<file path="config.mk">
export PLATFORM = sky130hd
export DESIGN_NAME = can_bit_timer
export DESIGN_NICKNAME = d
export VERILOG_FILES = /design/src/rtl/can_bt_pkg.sv /design/src/rtl/can_bt_prescale.sv /design/src/rtl/can_bt_edge.sv /design/src/rtl/can_bt_seq.sv /design/src/rtl/can_bit_timer.sv
export SDC_FILE = /design/constraint.sdc
export NUM_CORES = 1
export LEC_CHECK = 0
export ABC_AREA = 1
export CAP_MARGIN = 20
export CELL_PAD_IN_SITES_DETAIL_PLACEMENT = 2
export CELL_PAD_IN_SITES_GLOBAL_PLACEMENT = 2
export CORE_ASPECT_RATIO = 0.5
export CORE_MARGIN = 5
export CORE_UTILIZATION = 37
export DETAILED_ROUTE_END_ITERATION = 7
export PLACE_DENSITY = 0.93
export SLEW_MARGIN = 10
export SYNTH_ARGS = -nofsm -noshare
export SYNTH_HDL_FRONTEND = slang
export SYNTH_SLANG_ARGS = --single-unit
</file>
<file path="constraint.sdc">
create_clock -name clk -period 21.3 [get_ports clk]
set_input_delay 4.26 -clock clk [delete_from_list [all_inputs] [get_ports clk]]
set_output_delay 4.26 -clock clk [all_outputs]
set_load 0.02 [all_outputs]
</file>
<file path="src/rtl/can_bt_pkg.sv">
package can_bt_pkg;

    typedef enum logic [1:0] {
        SEG_SYNC = 2'd0,
        SEG_PROP = 2'd1,
        SEG_PH1  = 2'd2,
        SEG_PH2  = 2'd3
    } seg_t;

    function automatic seg_t seg_next(input seg_t s);
        case (s)
            SEG_SYNC: seg_next = SEG_PROP;
            SEG_PROP: seg_next = SEG_PH1;
            SEG_PH1:  seg_next = SEG_PH2;
            default:  seg_next = SEG_SYNC;
        endcase
    endfunction

endpackage

</file>
<file path="src/rtl/can_bt_prescale.sv">
module can_bt_prescale #(
    parameter int DIV_W = 8
) (
    input  logic             clk,
    input  logic             rst_n,
    input  logic [DIV_W-1:0] div,
    input  logic             restart,
    output logic             tick
);

    typedef struct packed {
        logic [DIV_W-1:0] cnt;
    } pre_t;

    pre_t pre_d, pre_q;

    always_comb begin
        pre_d = pre_q;
        tick  = (pre_q.cnt >= div);
        if (tick || restart) begin
            pre_d.cnt = '0;
        end else begin
            pre_d.cnt = pre_q.cnt + DIV_W'(1);
        end
    end

    always_ff @(posedge clk or negedge rst_n) begin
        if (!rst_n) begin
            pre_q <= '0;
        end else begin
            pre_q <= pre_d;
        end
    end

endmodule

</file>
<file path="src/rtl/can_bt_edge.sv">
module can_bt_edge (
    input  logic clk,
    input  logic rst_n,
    input  logic rx,
    output logic fall
);

    typedef struct packed {
        logic prev;
    } edg_t;

    edg_t edg_d, edg_q;

    always_comb begin
        edg_d.prev = rx;
        fall       = edg_q.prev && !rx;
    end

    always_ff @(posedge clk or negedge rst_n) begin
        if (!rst_n) begin
            edg_q <= '{prev: 1'b1};
        end else begin
            edg_q <= edg_d;
        end
    end

endmodule

</file>
<file path="src/rtl/can_bt_seq.sv">
module can_bt_seq
    import can_bt_pkg::*;
#(
    parameter  int FIELD_W = 3,
    parameter  int SJW_MAX = 4,
    localparam int TW      = 2 * FIELD_W + 2,
    localparam int CNT_W   = FIELD_W + 2
) (
    input  logic          clk,
    input  logic          rst_n,
    input  logic [TW-1:0] timing,
    input  logic          tick,
    input  logic          fall,
    input  logic          in_frame,
    output logic          hsync,
    output logic          sample_pulse,
    output logic          bit_end,
    output seg_t          seg
);

    typedef struct packed {
        seg_t             seg;
        logic [CNT_W-1:0] cnt;
        logic [CNT_W-1:0] ext;
        logic [CNT_W-1:0] cut;
        logic             done;
    } st_t;

    st_t st_d, st_q;

    logic [CNT_W-1:0] prop_len, ph_len, jw, err, step;
    logic [CNT_W-1:0] ext_n, cut_n, ph1_len, ph2_len;
    logic             resync, last, adv;

    always_comb begin
        prop_len = CNT_W'(timing[TW-1 -: FIELD_W]) + CNT_W'(1);
        ph_len   = CNT_W'(timing[FIELD_W+1 -: FIELD_W]) + CNT_W'(1);
        jw       = (ph_len > CNT_W'(SJW_MAX)) ? CNT_W'(SJW_MAX) : ph_len;

        hsync  = fall && !in_frame;
        resync = fall && in_frame && !st_q.done && (st_q.seg != SEG_SYNC);

        case (st_q.seg)
            SEG_PROP: err = st_q.cnt + CNT_W'(1);
            SEG_PH1:  err = prop_len + st_q.cnt + CNT_W'(1);
            SEG_PH2:  err = ((st_q.cnt + st_q.cut + CNT_W'(1)) < ph_len)
                            ? (ph_len - st_q.cut - st_q.cnt - CNT_W'(1)) : '0;
            default:  err = '0;
        endcase
        step = (err > jw) ? jw : err;

        ext_n = st_q.ext;
        cut_n = st_q.cut;
        if (resync && (st_q.seg == SEG_PH2)) begin
            cut_n = step;
        end else if (resync) begin
            ext_n = step;
        end
        ph1_len = ph_len + ext_n;
        ph2_len = ph_len - cut_n;

        case (st_q.seg)
            SEG_PROP: last = (st_q.cnt >= prop_len - CNT_W'(1));
            SEG_PH1:  last = (st_q.cnt >= ph1_len - CNT_W'(1));
            SEG_PH2:  last = (st_q.cnt >= ph2_len - CNT_W'(1));
            default:  last = 1'b1;
        endcase

        adv          = tick && !hsync;
        sample_pulse = adv && last && (st_q.seg == SEG_PH1);
        bit_end      = adv && last && (st_q.seg == SEG_PH2);
        seg          = st_q.seg;

        st_d      = st_q;
        st_d.ext  = ext_n;
        st_d.cut  = cut_n;
        st_d.done = st_q.done || resync;
        if (hsync) begin
            st_d = '{seg: SEG_SYNC, default: '0};
        end else if (adv) begin
            if (last) begin
                st_d.cnt = '0;
                st_d.seg = seg_next(st_q.seg);
                if (st_q.seg == SEG_PH2) begin
                    st_d.ext  = '0;
                    st_d.cut  = '0;
                    st_d.done = 1'b0;
                end
            end else begin
                st_d.cnt = st_q.cnt + CNT_W'(1);
            end
        end
    end

    always_ff @(posedge clk or negedge rst_n) begin
        if (!rst_n) begin
            st_q <= '{seg: SEG_SYNC, default: '0};
        end else begin
            st_q <= st_d;
        end
    end

endmodule

</file>
<file path="src/rtl/can_bit_timer.sv">
module can_bit_timer #(
    parameter  int DIV_W   = 8,
    parameter  int FIELD_W = 3,
    parameter  int SJW_MAX = 4,
    localparam int TW      = 2 * FIELD_W + 2
) (
    input  logic             clk,
    input  logic             rst_n,
    input  logic [DIV_W-1:0] div_sel,
    input  logic [TW-1:0]    timing,
    input  logic             rx,
    input  logic             in_frame,
    output logic             tq_tick,
    output logic             sample_pulse,
    output logic             bit_end,
    output logic [1:0]       seg
);

    import can_bt_pkg::*;

    logic fall_w, hsync_w;
    seg_t seg_w;

    can_bt_edge i_edge (
        .clk  (clk),
        .rst_n(rst_n),
        .rx   (rx),
        .fall (fall_w)
    );

    can_bt_prescale #(.DIV_W(DIV_W)) i_pre (
        .clk    (clk),
        .rst_n  (rst_n),
        .div    (div_sel),
        .restart(hsync_w),
        .tick   (tq_tick)
    );

    can_bt_seq #(.FIELD_W(FIELD_W), .SJW_MAX(SJW_MAX)) i_seq (
        .clk         (clk),
        .rst_n       (rst_n),
        .timing      (timing),
        .tick        (tq_tick),
        .fall        (fall_w),
        .in_frame    (in_frame),
        .hsync       (hsync_w),
        .sample_pulse(sample_pulse),
        .bit_end     (bit_end),
        .seg         (seg_w)
    );

    assign seg = seg_w;

endmodule

</file>
==> impl_results.md, run 1 <==
* Status: completed
* Register area share after synthesis at 0.202
* Post-layout min period at between 15000 and 20000 ps
* CP bufs+invs at 7
* Placer Congestion at approximately 0.78
* WL met1 at between 5 and 6 mm
* Gate power share at 0.533
* EDFF count, synth at 0
* CP Class: input port to output port
* Clk sink count at 27
* Met3 wire length at about 360 um
* Hold_buf cts at 0
* HP Start: i_pre.pre_q[0]
* Vias in the first global route at ~3600
* Crit-path max FO at 7
* Sequential power share at 0.273
* Cts repair resizes at 0
* WL met2 at 6.17 mm
* Hold_ws at roughly 500 ps
* Asr flop ratio synth at 1.00
* TritonRoute pass-1 iters at 4
* Area leader, netlist: ha_1
* Synth cell count leaders: inv_1 (101), nand2_1 (96), ha_1 (63)
* Peak VDD IR at 0.0329 mV
* Endpoint class of the critical path: output port
* Kind of cell adding the most delay to the critical path: adder cells
* Setup bufs post-CTS at 0
* Die area at between 0.01 and 0.015 sq mm
* Syn avg cell area at a little over 7 sq um
* Final worst-path setup slack at ~5400 ps
* Post-synth cell types at 36
* Hold Path Sink: i_pre.pre_q[0]
* Core Box Area at 0.00877 sq mm
* Area growth, synth to finish at 12.8%
* # diodes at 0
* CP max stage cell: xnor2_1
* Final hold violations at 0
* Final HPWL DP at slightly below 10 mm
* Place WS at 5430 ps
* Die Ht at 77.3 um
* Drc violations at 0
* Psw at approximately 0.00011 W
* Syn nets at ~550
* Worst-Skew Late Latency at 280 ps
* Final nets at between 500 and 600
* GRT overflow at 0
* Post-Syn Area at between 0.003 and 0.004 sq mm
* Worst r2r src: i_seq.st_q[13]
* GRT Resource Usage Total at 0.221
* Clock share of power at 0.194
* Slew @ Worst Pin at between 800 and 900 ps
* Vias per inst at about 5.3
* Crit path arrival time at 11660 ps
* CTS root buf: clkbuf_16
* Htree depth at 1
* # port buffers at 22
* Hold Crit Depth at 1
* Unrepaired setup endpoints after global routing: false
* P_int at approximately 0.00014 W
* Fmax at 62.8 MHz
* Drt initial violations at between 100 and 150
* PwrDens at ~66 mW/mm^2
* Ports at 25
* Antenna-violating nets left at 0
* DIE WIDTH at around 140 um
* Synth top area cells: ha_1 (24%), dfrtp_1 (19%), inv_1 (11%)
* Crit-path most repeated cell: nand2_1
* Endpoints failing setup at 0
* Area of the multi-input gates at around 0.0023 sq mm
* Most numerous cell in the Yosys netlist: inv_1
* Worst hold path class: flip-flop to flip-flop
* CTS Buf Count at 3
* R2R setup slack at 13910 ps
* CTS tree: yes
* Routed wire length at around 12 mm
* Worst Path Required at roughly 17000 ps
* Synth Register Bits at 27
* Synth Flop Type: dfrtp_1
* Area fraction of the dominant cell type after synthesis at 0.235
* Routed vias at approximately 3200
* Max layer used: met4
* Maxcap violations at 0
* Storage element area at about 680 sq um
* CTS max path bufs at 2
* Pins over their slew limit at 0
* Worst Reg-to-Reg Cells at 40
* Reg2reg end: i_seq.st_q[5]
* Leak at 2.11 nW
* Largest net degree at the start of global routing at 28
* Initial antenna violation count at 0
* Initial core utilization at 0.382
* Syn Inst Count at roughly 460
* WL per Instance at 19.8 um
* Crit-path max cell delay at around 640 ps
* Switching Fraction at 0.449
* Filler cells at 1051
* Rel. slew slack at 0.457
* Worst Skew at 1.52 ps
* Clock transition at path regs at 80 ps
* First-pass GRT wire length at roughly 19 mm
* Startpoint types: input port
* Synth Warn # at 0
* Setup_tns at 0 ps
* Share of cells above drive strength 1 at 0.0722
* Standard-cell rows at 24
* Final Cycle Share at 0.747
==> how the worst max path moves through the flow <==
stage,startpoint,end,slack [ps],cells after the start
final,timing[2],sample_pulse,5380,38
after floorplan,timing[2],sample_pulse,7630,37
after detailed placement,timing[2],sample_pulse,5430,38
after CTS,timing[2],bit_end,5350,38
after global routing,timing[2],sample_pulse,4770,39
after global placement,timing[2],sample_pulse,5880,39
==> cell families (layout without fill, tap and decap cells) <==
| family | count (synthesis) | in the layout | share of synthesized area |
|---|---|---|---|
| adder cells (fa/ha/maj) | 71 | 71 | 0.283 |
| AO/OA/AOI/OAI | 46 | 46 | 0.0810 |
| other | 1 | 1 | 0.00112 |
| buffers and inverters | 106 | 129 | 0.122 |
| XOR/XNOR | 16 | 16 | 0.0418 |
| AND/OR/NAND/NOR | 195 | 195 | 0.269 |
| flip-flops | 27 | 27 | 0.202 |
==> metrics by stage <==
| stage | util | power, W | cells | cell area [sq um] |
|---|---|---|---|---|
| 6_report | 0.431 | 0.000249 | 602 | 3780 |
| 5_1_grt | 0.431 | 0.000271 | 602 | 3780 |
| 4_1_cts | 0.431 | 0.000251 | 602 | 3780 |
| 3_5_place_dp | 0.422 | 0.000201 | 598 | 3700 |
| 3_3_place_gp | 0.422 | 0.000187 | 598 | 3700 |
| 2_1_floorplan | - | 0.000158 | 462 | 3350 |
==> cell usage in the layout (no fill, tap or decap), types with 8 or more instances in the layout <==
| master | n |
|---|---|
| a21oi_1 | 22 |
| clkdlybuf4s50_1 | 22 |
| dfrtp_1 | 26 |
| fa_1 | 8 |
| ha_1 | 63 |
| inv_1 | 101 |
| nand2_1 | 96 |
| nand2_2 | 9 |
| nand3_1 | 35 |
| nor2_1 | 26 |
| o21ai_0 | 14 |
| xnor2_1 | 8 |
| xor2_1 | 8 |
==> power by group through the flow <==
| stage | clock network [W] | registers [W] | logic (W) |
|---|---|---|---|
| 2_1_floorplan | 0 | 0.0000660 | 0.0000917 |
| 3_3_place_gp | 0 | 0.0000679 | 0.000119 |
| 3_5_place_dp | 0 | 0.0000692 | 0.000132 |
| 4_1_cts | 0.0000483 | 0.0000682 | 0.000135 |
| 5_1_grt | 0.0000510 | 0.0000693 | 0.000151 |
| 6_report | 0.0000485 | 0.0000681 | 0.000133 |
==> worst register-to-register path: cells and delay by family (launching register included) <==
family | cells | cell delay [ps]
compound gates | 7 | 1050
xor+xnor | 3 | 610
fa+ha+maj | 6 | 1880
buf+inv | 5 | 450
flops | 1 | 710
simple gates | 19 | 2600
==> area by class of cell <==
| class | instances | share of cell area |
|---|---|---|
| repair buffers | 23 | 0.0602 |
| clock buffers | 3 | 0.0199 |
| multi-input cells | 329 | 0.599 |
| inverters | 102 | 0.101 |
| well taps | 117 | 0.0387 |
| clock inverters | 1 | 0.00199 |
| flip-flops and latches | 27 | 0.179 |
==> registers in the layout, indices dropped and copies added, names as in the netlist <==
signal        flops
i_seq.seg         2
i_seq.st_q       16
i_pre.pre_q       8
i_edge.edg_q      1
==> routing by layer <==
metal | vias to the layer above | GRT usage
li1 | 1495 | -
met1 | 1598 | 0.256
met2 | 57 | 0.416
met3 | 26 | 0.0379
met4 | 0 | 0.0596
met5 | - | 0
No activity file was read; power rests on OpenSTA's default activity.
==> run 2, diff against run 1 <==
--- a/config.mk
+++ b/config.mk
@@ -11,9 +11,9 @@
 export CELL_PAD_IN_SITES_GLOBAL_PLACEMENT = 2
 export CORE_ASPECT_RATIO = 0.5
 export CORE_MARGIN = 5
-export CORE_UTILIZATION = 37
+export CORE_UTILIZATION = 35
 export DETAILED_ROUTE_END_ITERATION = 7
-export PLACE_DENSITY = 0.93
+export PLACE_DENSITY = 0.89
 export SLEW_MARGIN = 10
 export SYNTH_ARGS = -nofsm -noshare
 export SYNTH_HDL_FRONTEND = slang
==> constraint.sdc (replaced) <==
create_clock -name clk -period 15.34 [get_ports clk]
set_input_delay 3.068 -clock clk [delete_from_list [all_inputs] [get_ports clk]]
set_output_delay 3.068 -clock clk [all_outputs]
set_load 0.02 [all_outputs]
==> impl_results.md, run 2 (synthesis gave the netlist of run 1 again) <==
* Status: completed (unchanged)
* Crit path arrival time at 10580 ps (was 11660 ps)
* Clock transition at path regs at 70 ps (was 80 ps)
* Design Area, Final at 0.00379 sq mm (was 0.00378 sq mm)
* TritonRoute pass-1 iters at 4 (unchanged)
* Final Core Density at 0.403 (was 0.431)
* Drt initial violations at 90 (was 114)
* Crit-path most repeated cell: nand2_1 (unchanged)
* Pins over their slew limit at 0 (unchanged)
* CP Class: input port to output port (unchanged)
* CTS root buf: clkbuf_16 (unchanged)
* # diodes at 0 (unchanged)
* Die area at 0.0118 sq mm (was 0.0112 sq mm)
* Maxcap violations at 0 (unchanged)
* Final nets at 577 (unchanged)
* Post-layout min period at between 10000 and 15000 ps
* CTS tree: yes (unchanged)
* Area growth, synth to finish at 13.0% (was 12.8%)
* First-pass GRT wire length at 19.2 mm (was 19.1 mm)
* Placer Congestion at 0.797 (was 0.776)
* Biggest register: i_seq.st_q (unchanged)
* Max reg flops at 16 (unchanged)
* Dpl cells at 602 (was 598)
* Clk sink count at 27 (unchanged)
* Antenna-violating nets left at 0 (unchanged)
* Crit-path max cell delay at 580 ps (was 640 ps)
* Worst hold path class: flip-flop to flip-flop (unchanged)
* PwrDens at 90.7 mW/mm^2 (was 66.0 mW/mm^2)
* Filler cells at 1107 (was 1051)
* Setup bufs post-CTS at 0 (unchanged)
* Drc violations at 0 (unchanged)
* Vias per inst at 5.14 (was 5.28)
* DIE WIDTH at 148 um (was 145 um)
* Largest net degree at the start of global routing at 28 (unchanged)
* Endpoints failing setup at 0 (unchanged)
* Cts repair resizes at 0 (unchanged)
* Die Ht at 79.2 um (was 77.3 um)
* Most frequent cells in the layout: inv_1 (101), nand2_1 (96), ha_1 (63) (unchanged)
* Final HPWL DP at 8.84 mm (was 9.84 mm)
* CTS Buf Count at 3 (unchanged)
* Crit-path max FO at 7 (unchanged)
* Worst Skew at 6.18 ps (was 1.52 ps)
* Initial antenna violation count at 0 (unchanged)
* Ports at 25 (unchanged)
* HP Start: i_pre.pre_q[0] (unchanged)
* GRT Resource Usage Total at 0.208 (was 0.221)
* Core Box Area at 0.00938 sq mm (was 0.00877 sq mm)
* Share of cells above drive strength 1 at 0.0722 (unchanged)
* CTS max path bufs at 2 (unchanged)
* Slew @ Worst Pin at 634 ps (was 809 ps)
* Startpoint types: input port (unchanged)
* Worst r2r src: i_seq.st_q[12] (was i_seq.st_q[13])
* Layout Cells excl Fill at 606 (was 602)
* Placed cell area at 0.00370 sq mm (about the same)
* Hold_buf cts at 0 (unchanged)
* Final Cycle Share at 0.890
* Final hold violations at 0 (unchanged)
* CP max stage cell: clkdlybuf4s50_1 (was xnor2_1)
* Initial core utilization at 0.357 (was 0.382)
* Most common cell after layout, fill and taps aside: inv_1 (unchanged)
* Worst Path Required at 12270 ps (was 17040 ps)
* Vias in the first global route at 3679 (was 3629)
* Worst-Skew Late Latency at 280 ps (about the same)
* WL per Instance at 19.2 um (was 19.8 um)
* Setup crit start: timing[2] (unchanged)
* # port buffers at 22 (unchanged)
* Fmax at approximately 73 MHz
* Endpoint class of the critical path: output port (unchanged)
* Rel. slew slack at 0.574 (was 0.457)
* Unrepaired setup endpoints after global routing: false (unchanged)
* GRT overflow at 0 (unchanged)
* Routed vias at 3116 (was 3176)
* Standard-cell rows at 25 (was 24)
* Setup_tns at 0 ps (unchanged)
* Leak at 2.11 nW (unchanged)
* Htree depth at 1 (unchanged)
* Routed wire length at 11.6 mm (was 11.9 mm)
* Peak VDD IR at 0.0427 mV (was 0.0329 mV)
==> run 2: cell counts in the layout (fill, tap and decap cells not counted) <==
Identical to the previous run, type by type.
==> run 2: critical path: cells and delay by family <==
kind	cells	cell delay (ps)
buf+inv	8	1500
fa+ha+maj	7	2370
xor+xnor	4	1070
simple gates	14	1620
compound gates	6	960
==> run 2: worst paths after layout <==
path / to / slack, ps / cells after the start
setup / recovery: bit_end / 1690 / 39
hold / removal: i_pre.pre_q[0] / 500 / 1
setup reg to reg: i_seq.st_q[9] / 7660 / 40
hold reg to reg: i_pre.pre_q[0] / 500 / 1
max in group asynchronous: i_edge.edg_q / 11830 / 2
min in group asynchronous: i_pre.pre_q[7] / 3190 / 2
==> run 2: layout make-up <==
type	instances	area [sq um]	share of cell area
Timing Repair Buffer	23	228	0.0601
Sequential cell	27	677	0.179
Inverter	102	383	0.101
Clock buffer	3	75.1	0.0198
Multi-Input combinational cell	329	2260	0.598
Clock inverter	1	7.51	0.00198
Tap cell	121	151	0.0400
==> run 2: where the power goes <==
group / switching, W / internal [W]
combinational: 0.000113 / 0.0000713
clock: 0.0000295 / 0.0000357
sequential: 0.0000107 / 0.0000834
total: 0.000153 / 0.000190
==> run 2: metal layers <==
layer	vias up	wire length, um	global-route usage
met5	-	0	0
met2	52	5980	0.402
li1	1500	-	-
met4	0	254	0.0553
met1	1541	5150	0.243
met3	23	229	0.0262
==> run 2: through the flow <==
| step | hold slack (ps) | total power (W) | setup slack (ps) |
|---|---|---|---|
| 2_1_floorplan | 454 | 0.000219 | 4060 |
| 3_3_place_gp | 486 | 0.000260 | 2300 |
| 3_5_place_dp | 492 | 0.000277 | 1820 |
| 4_1_cts | 501 | 0.000348 | 1700 |
| 5_1_grt | 528 | 0.000373 | 1240 |
| 6_report | 496 | 0.000343 | 1690 |
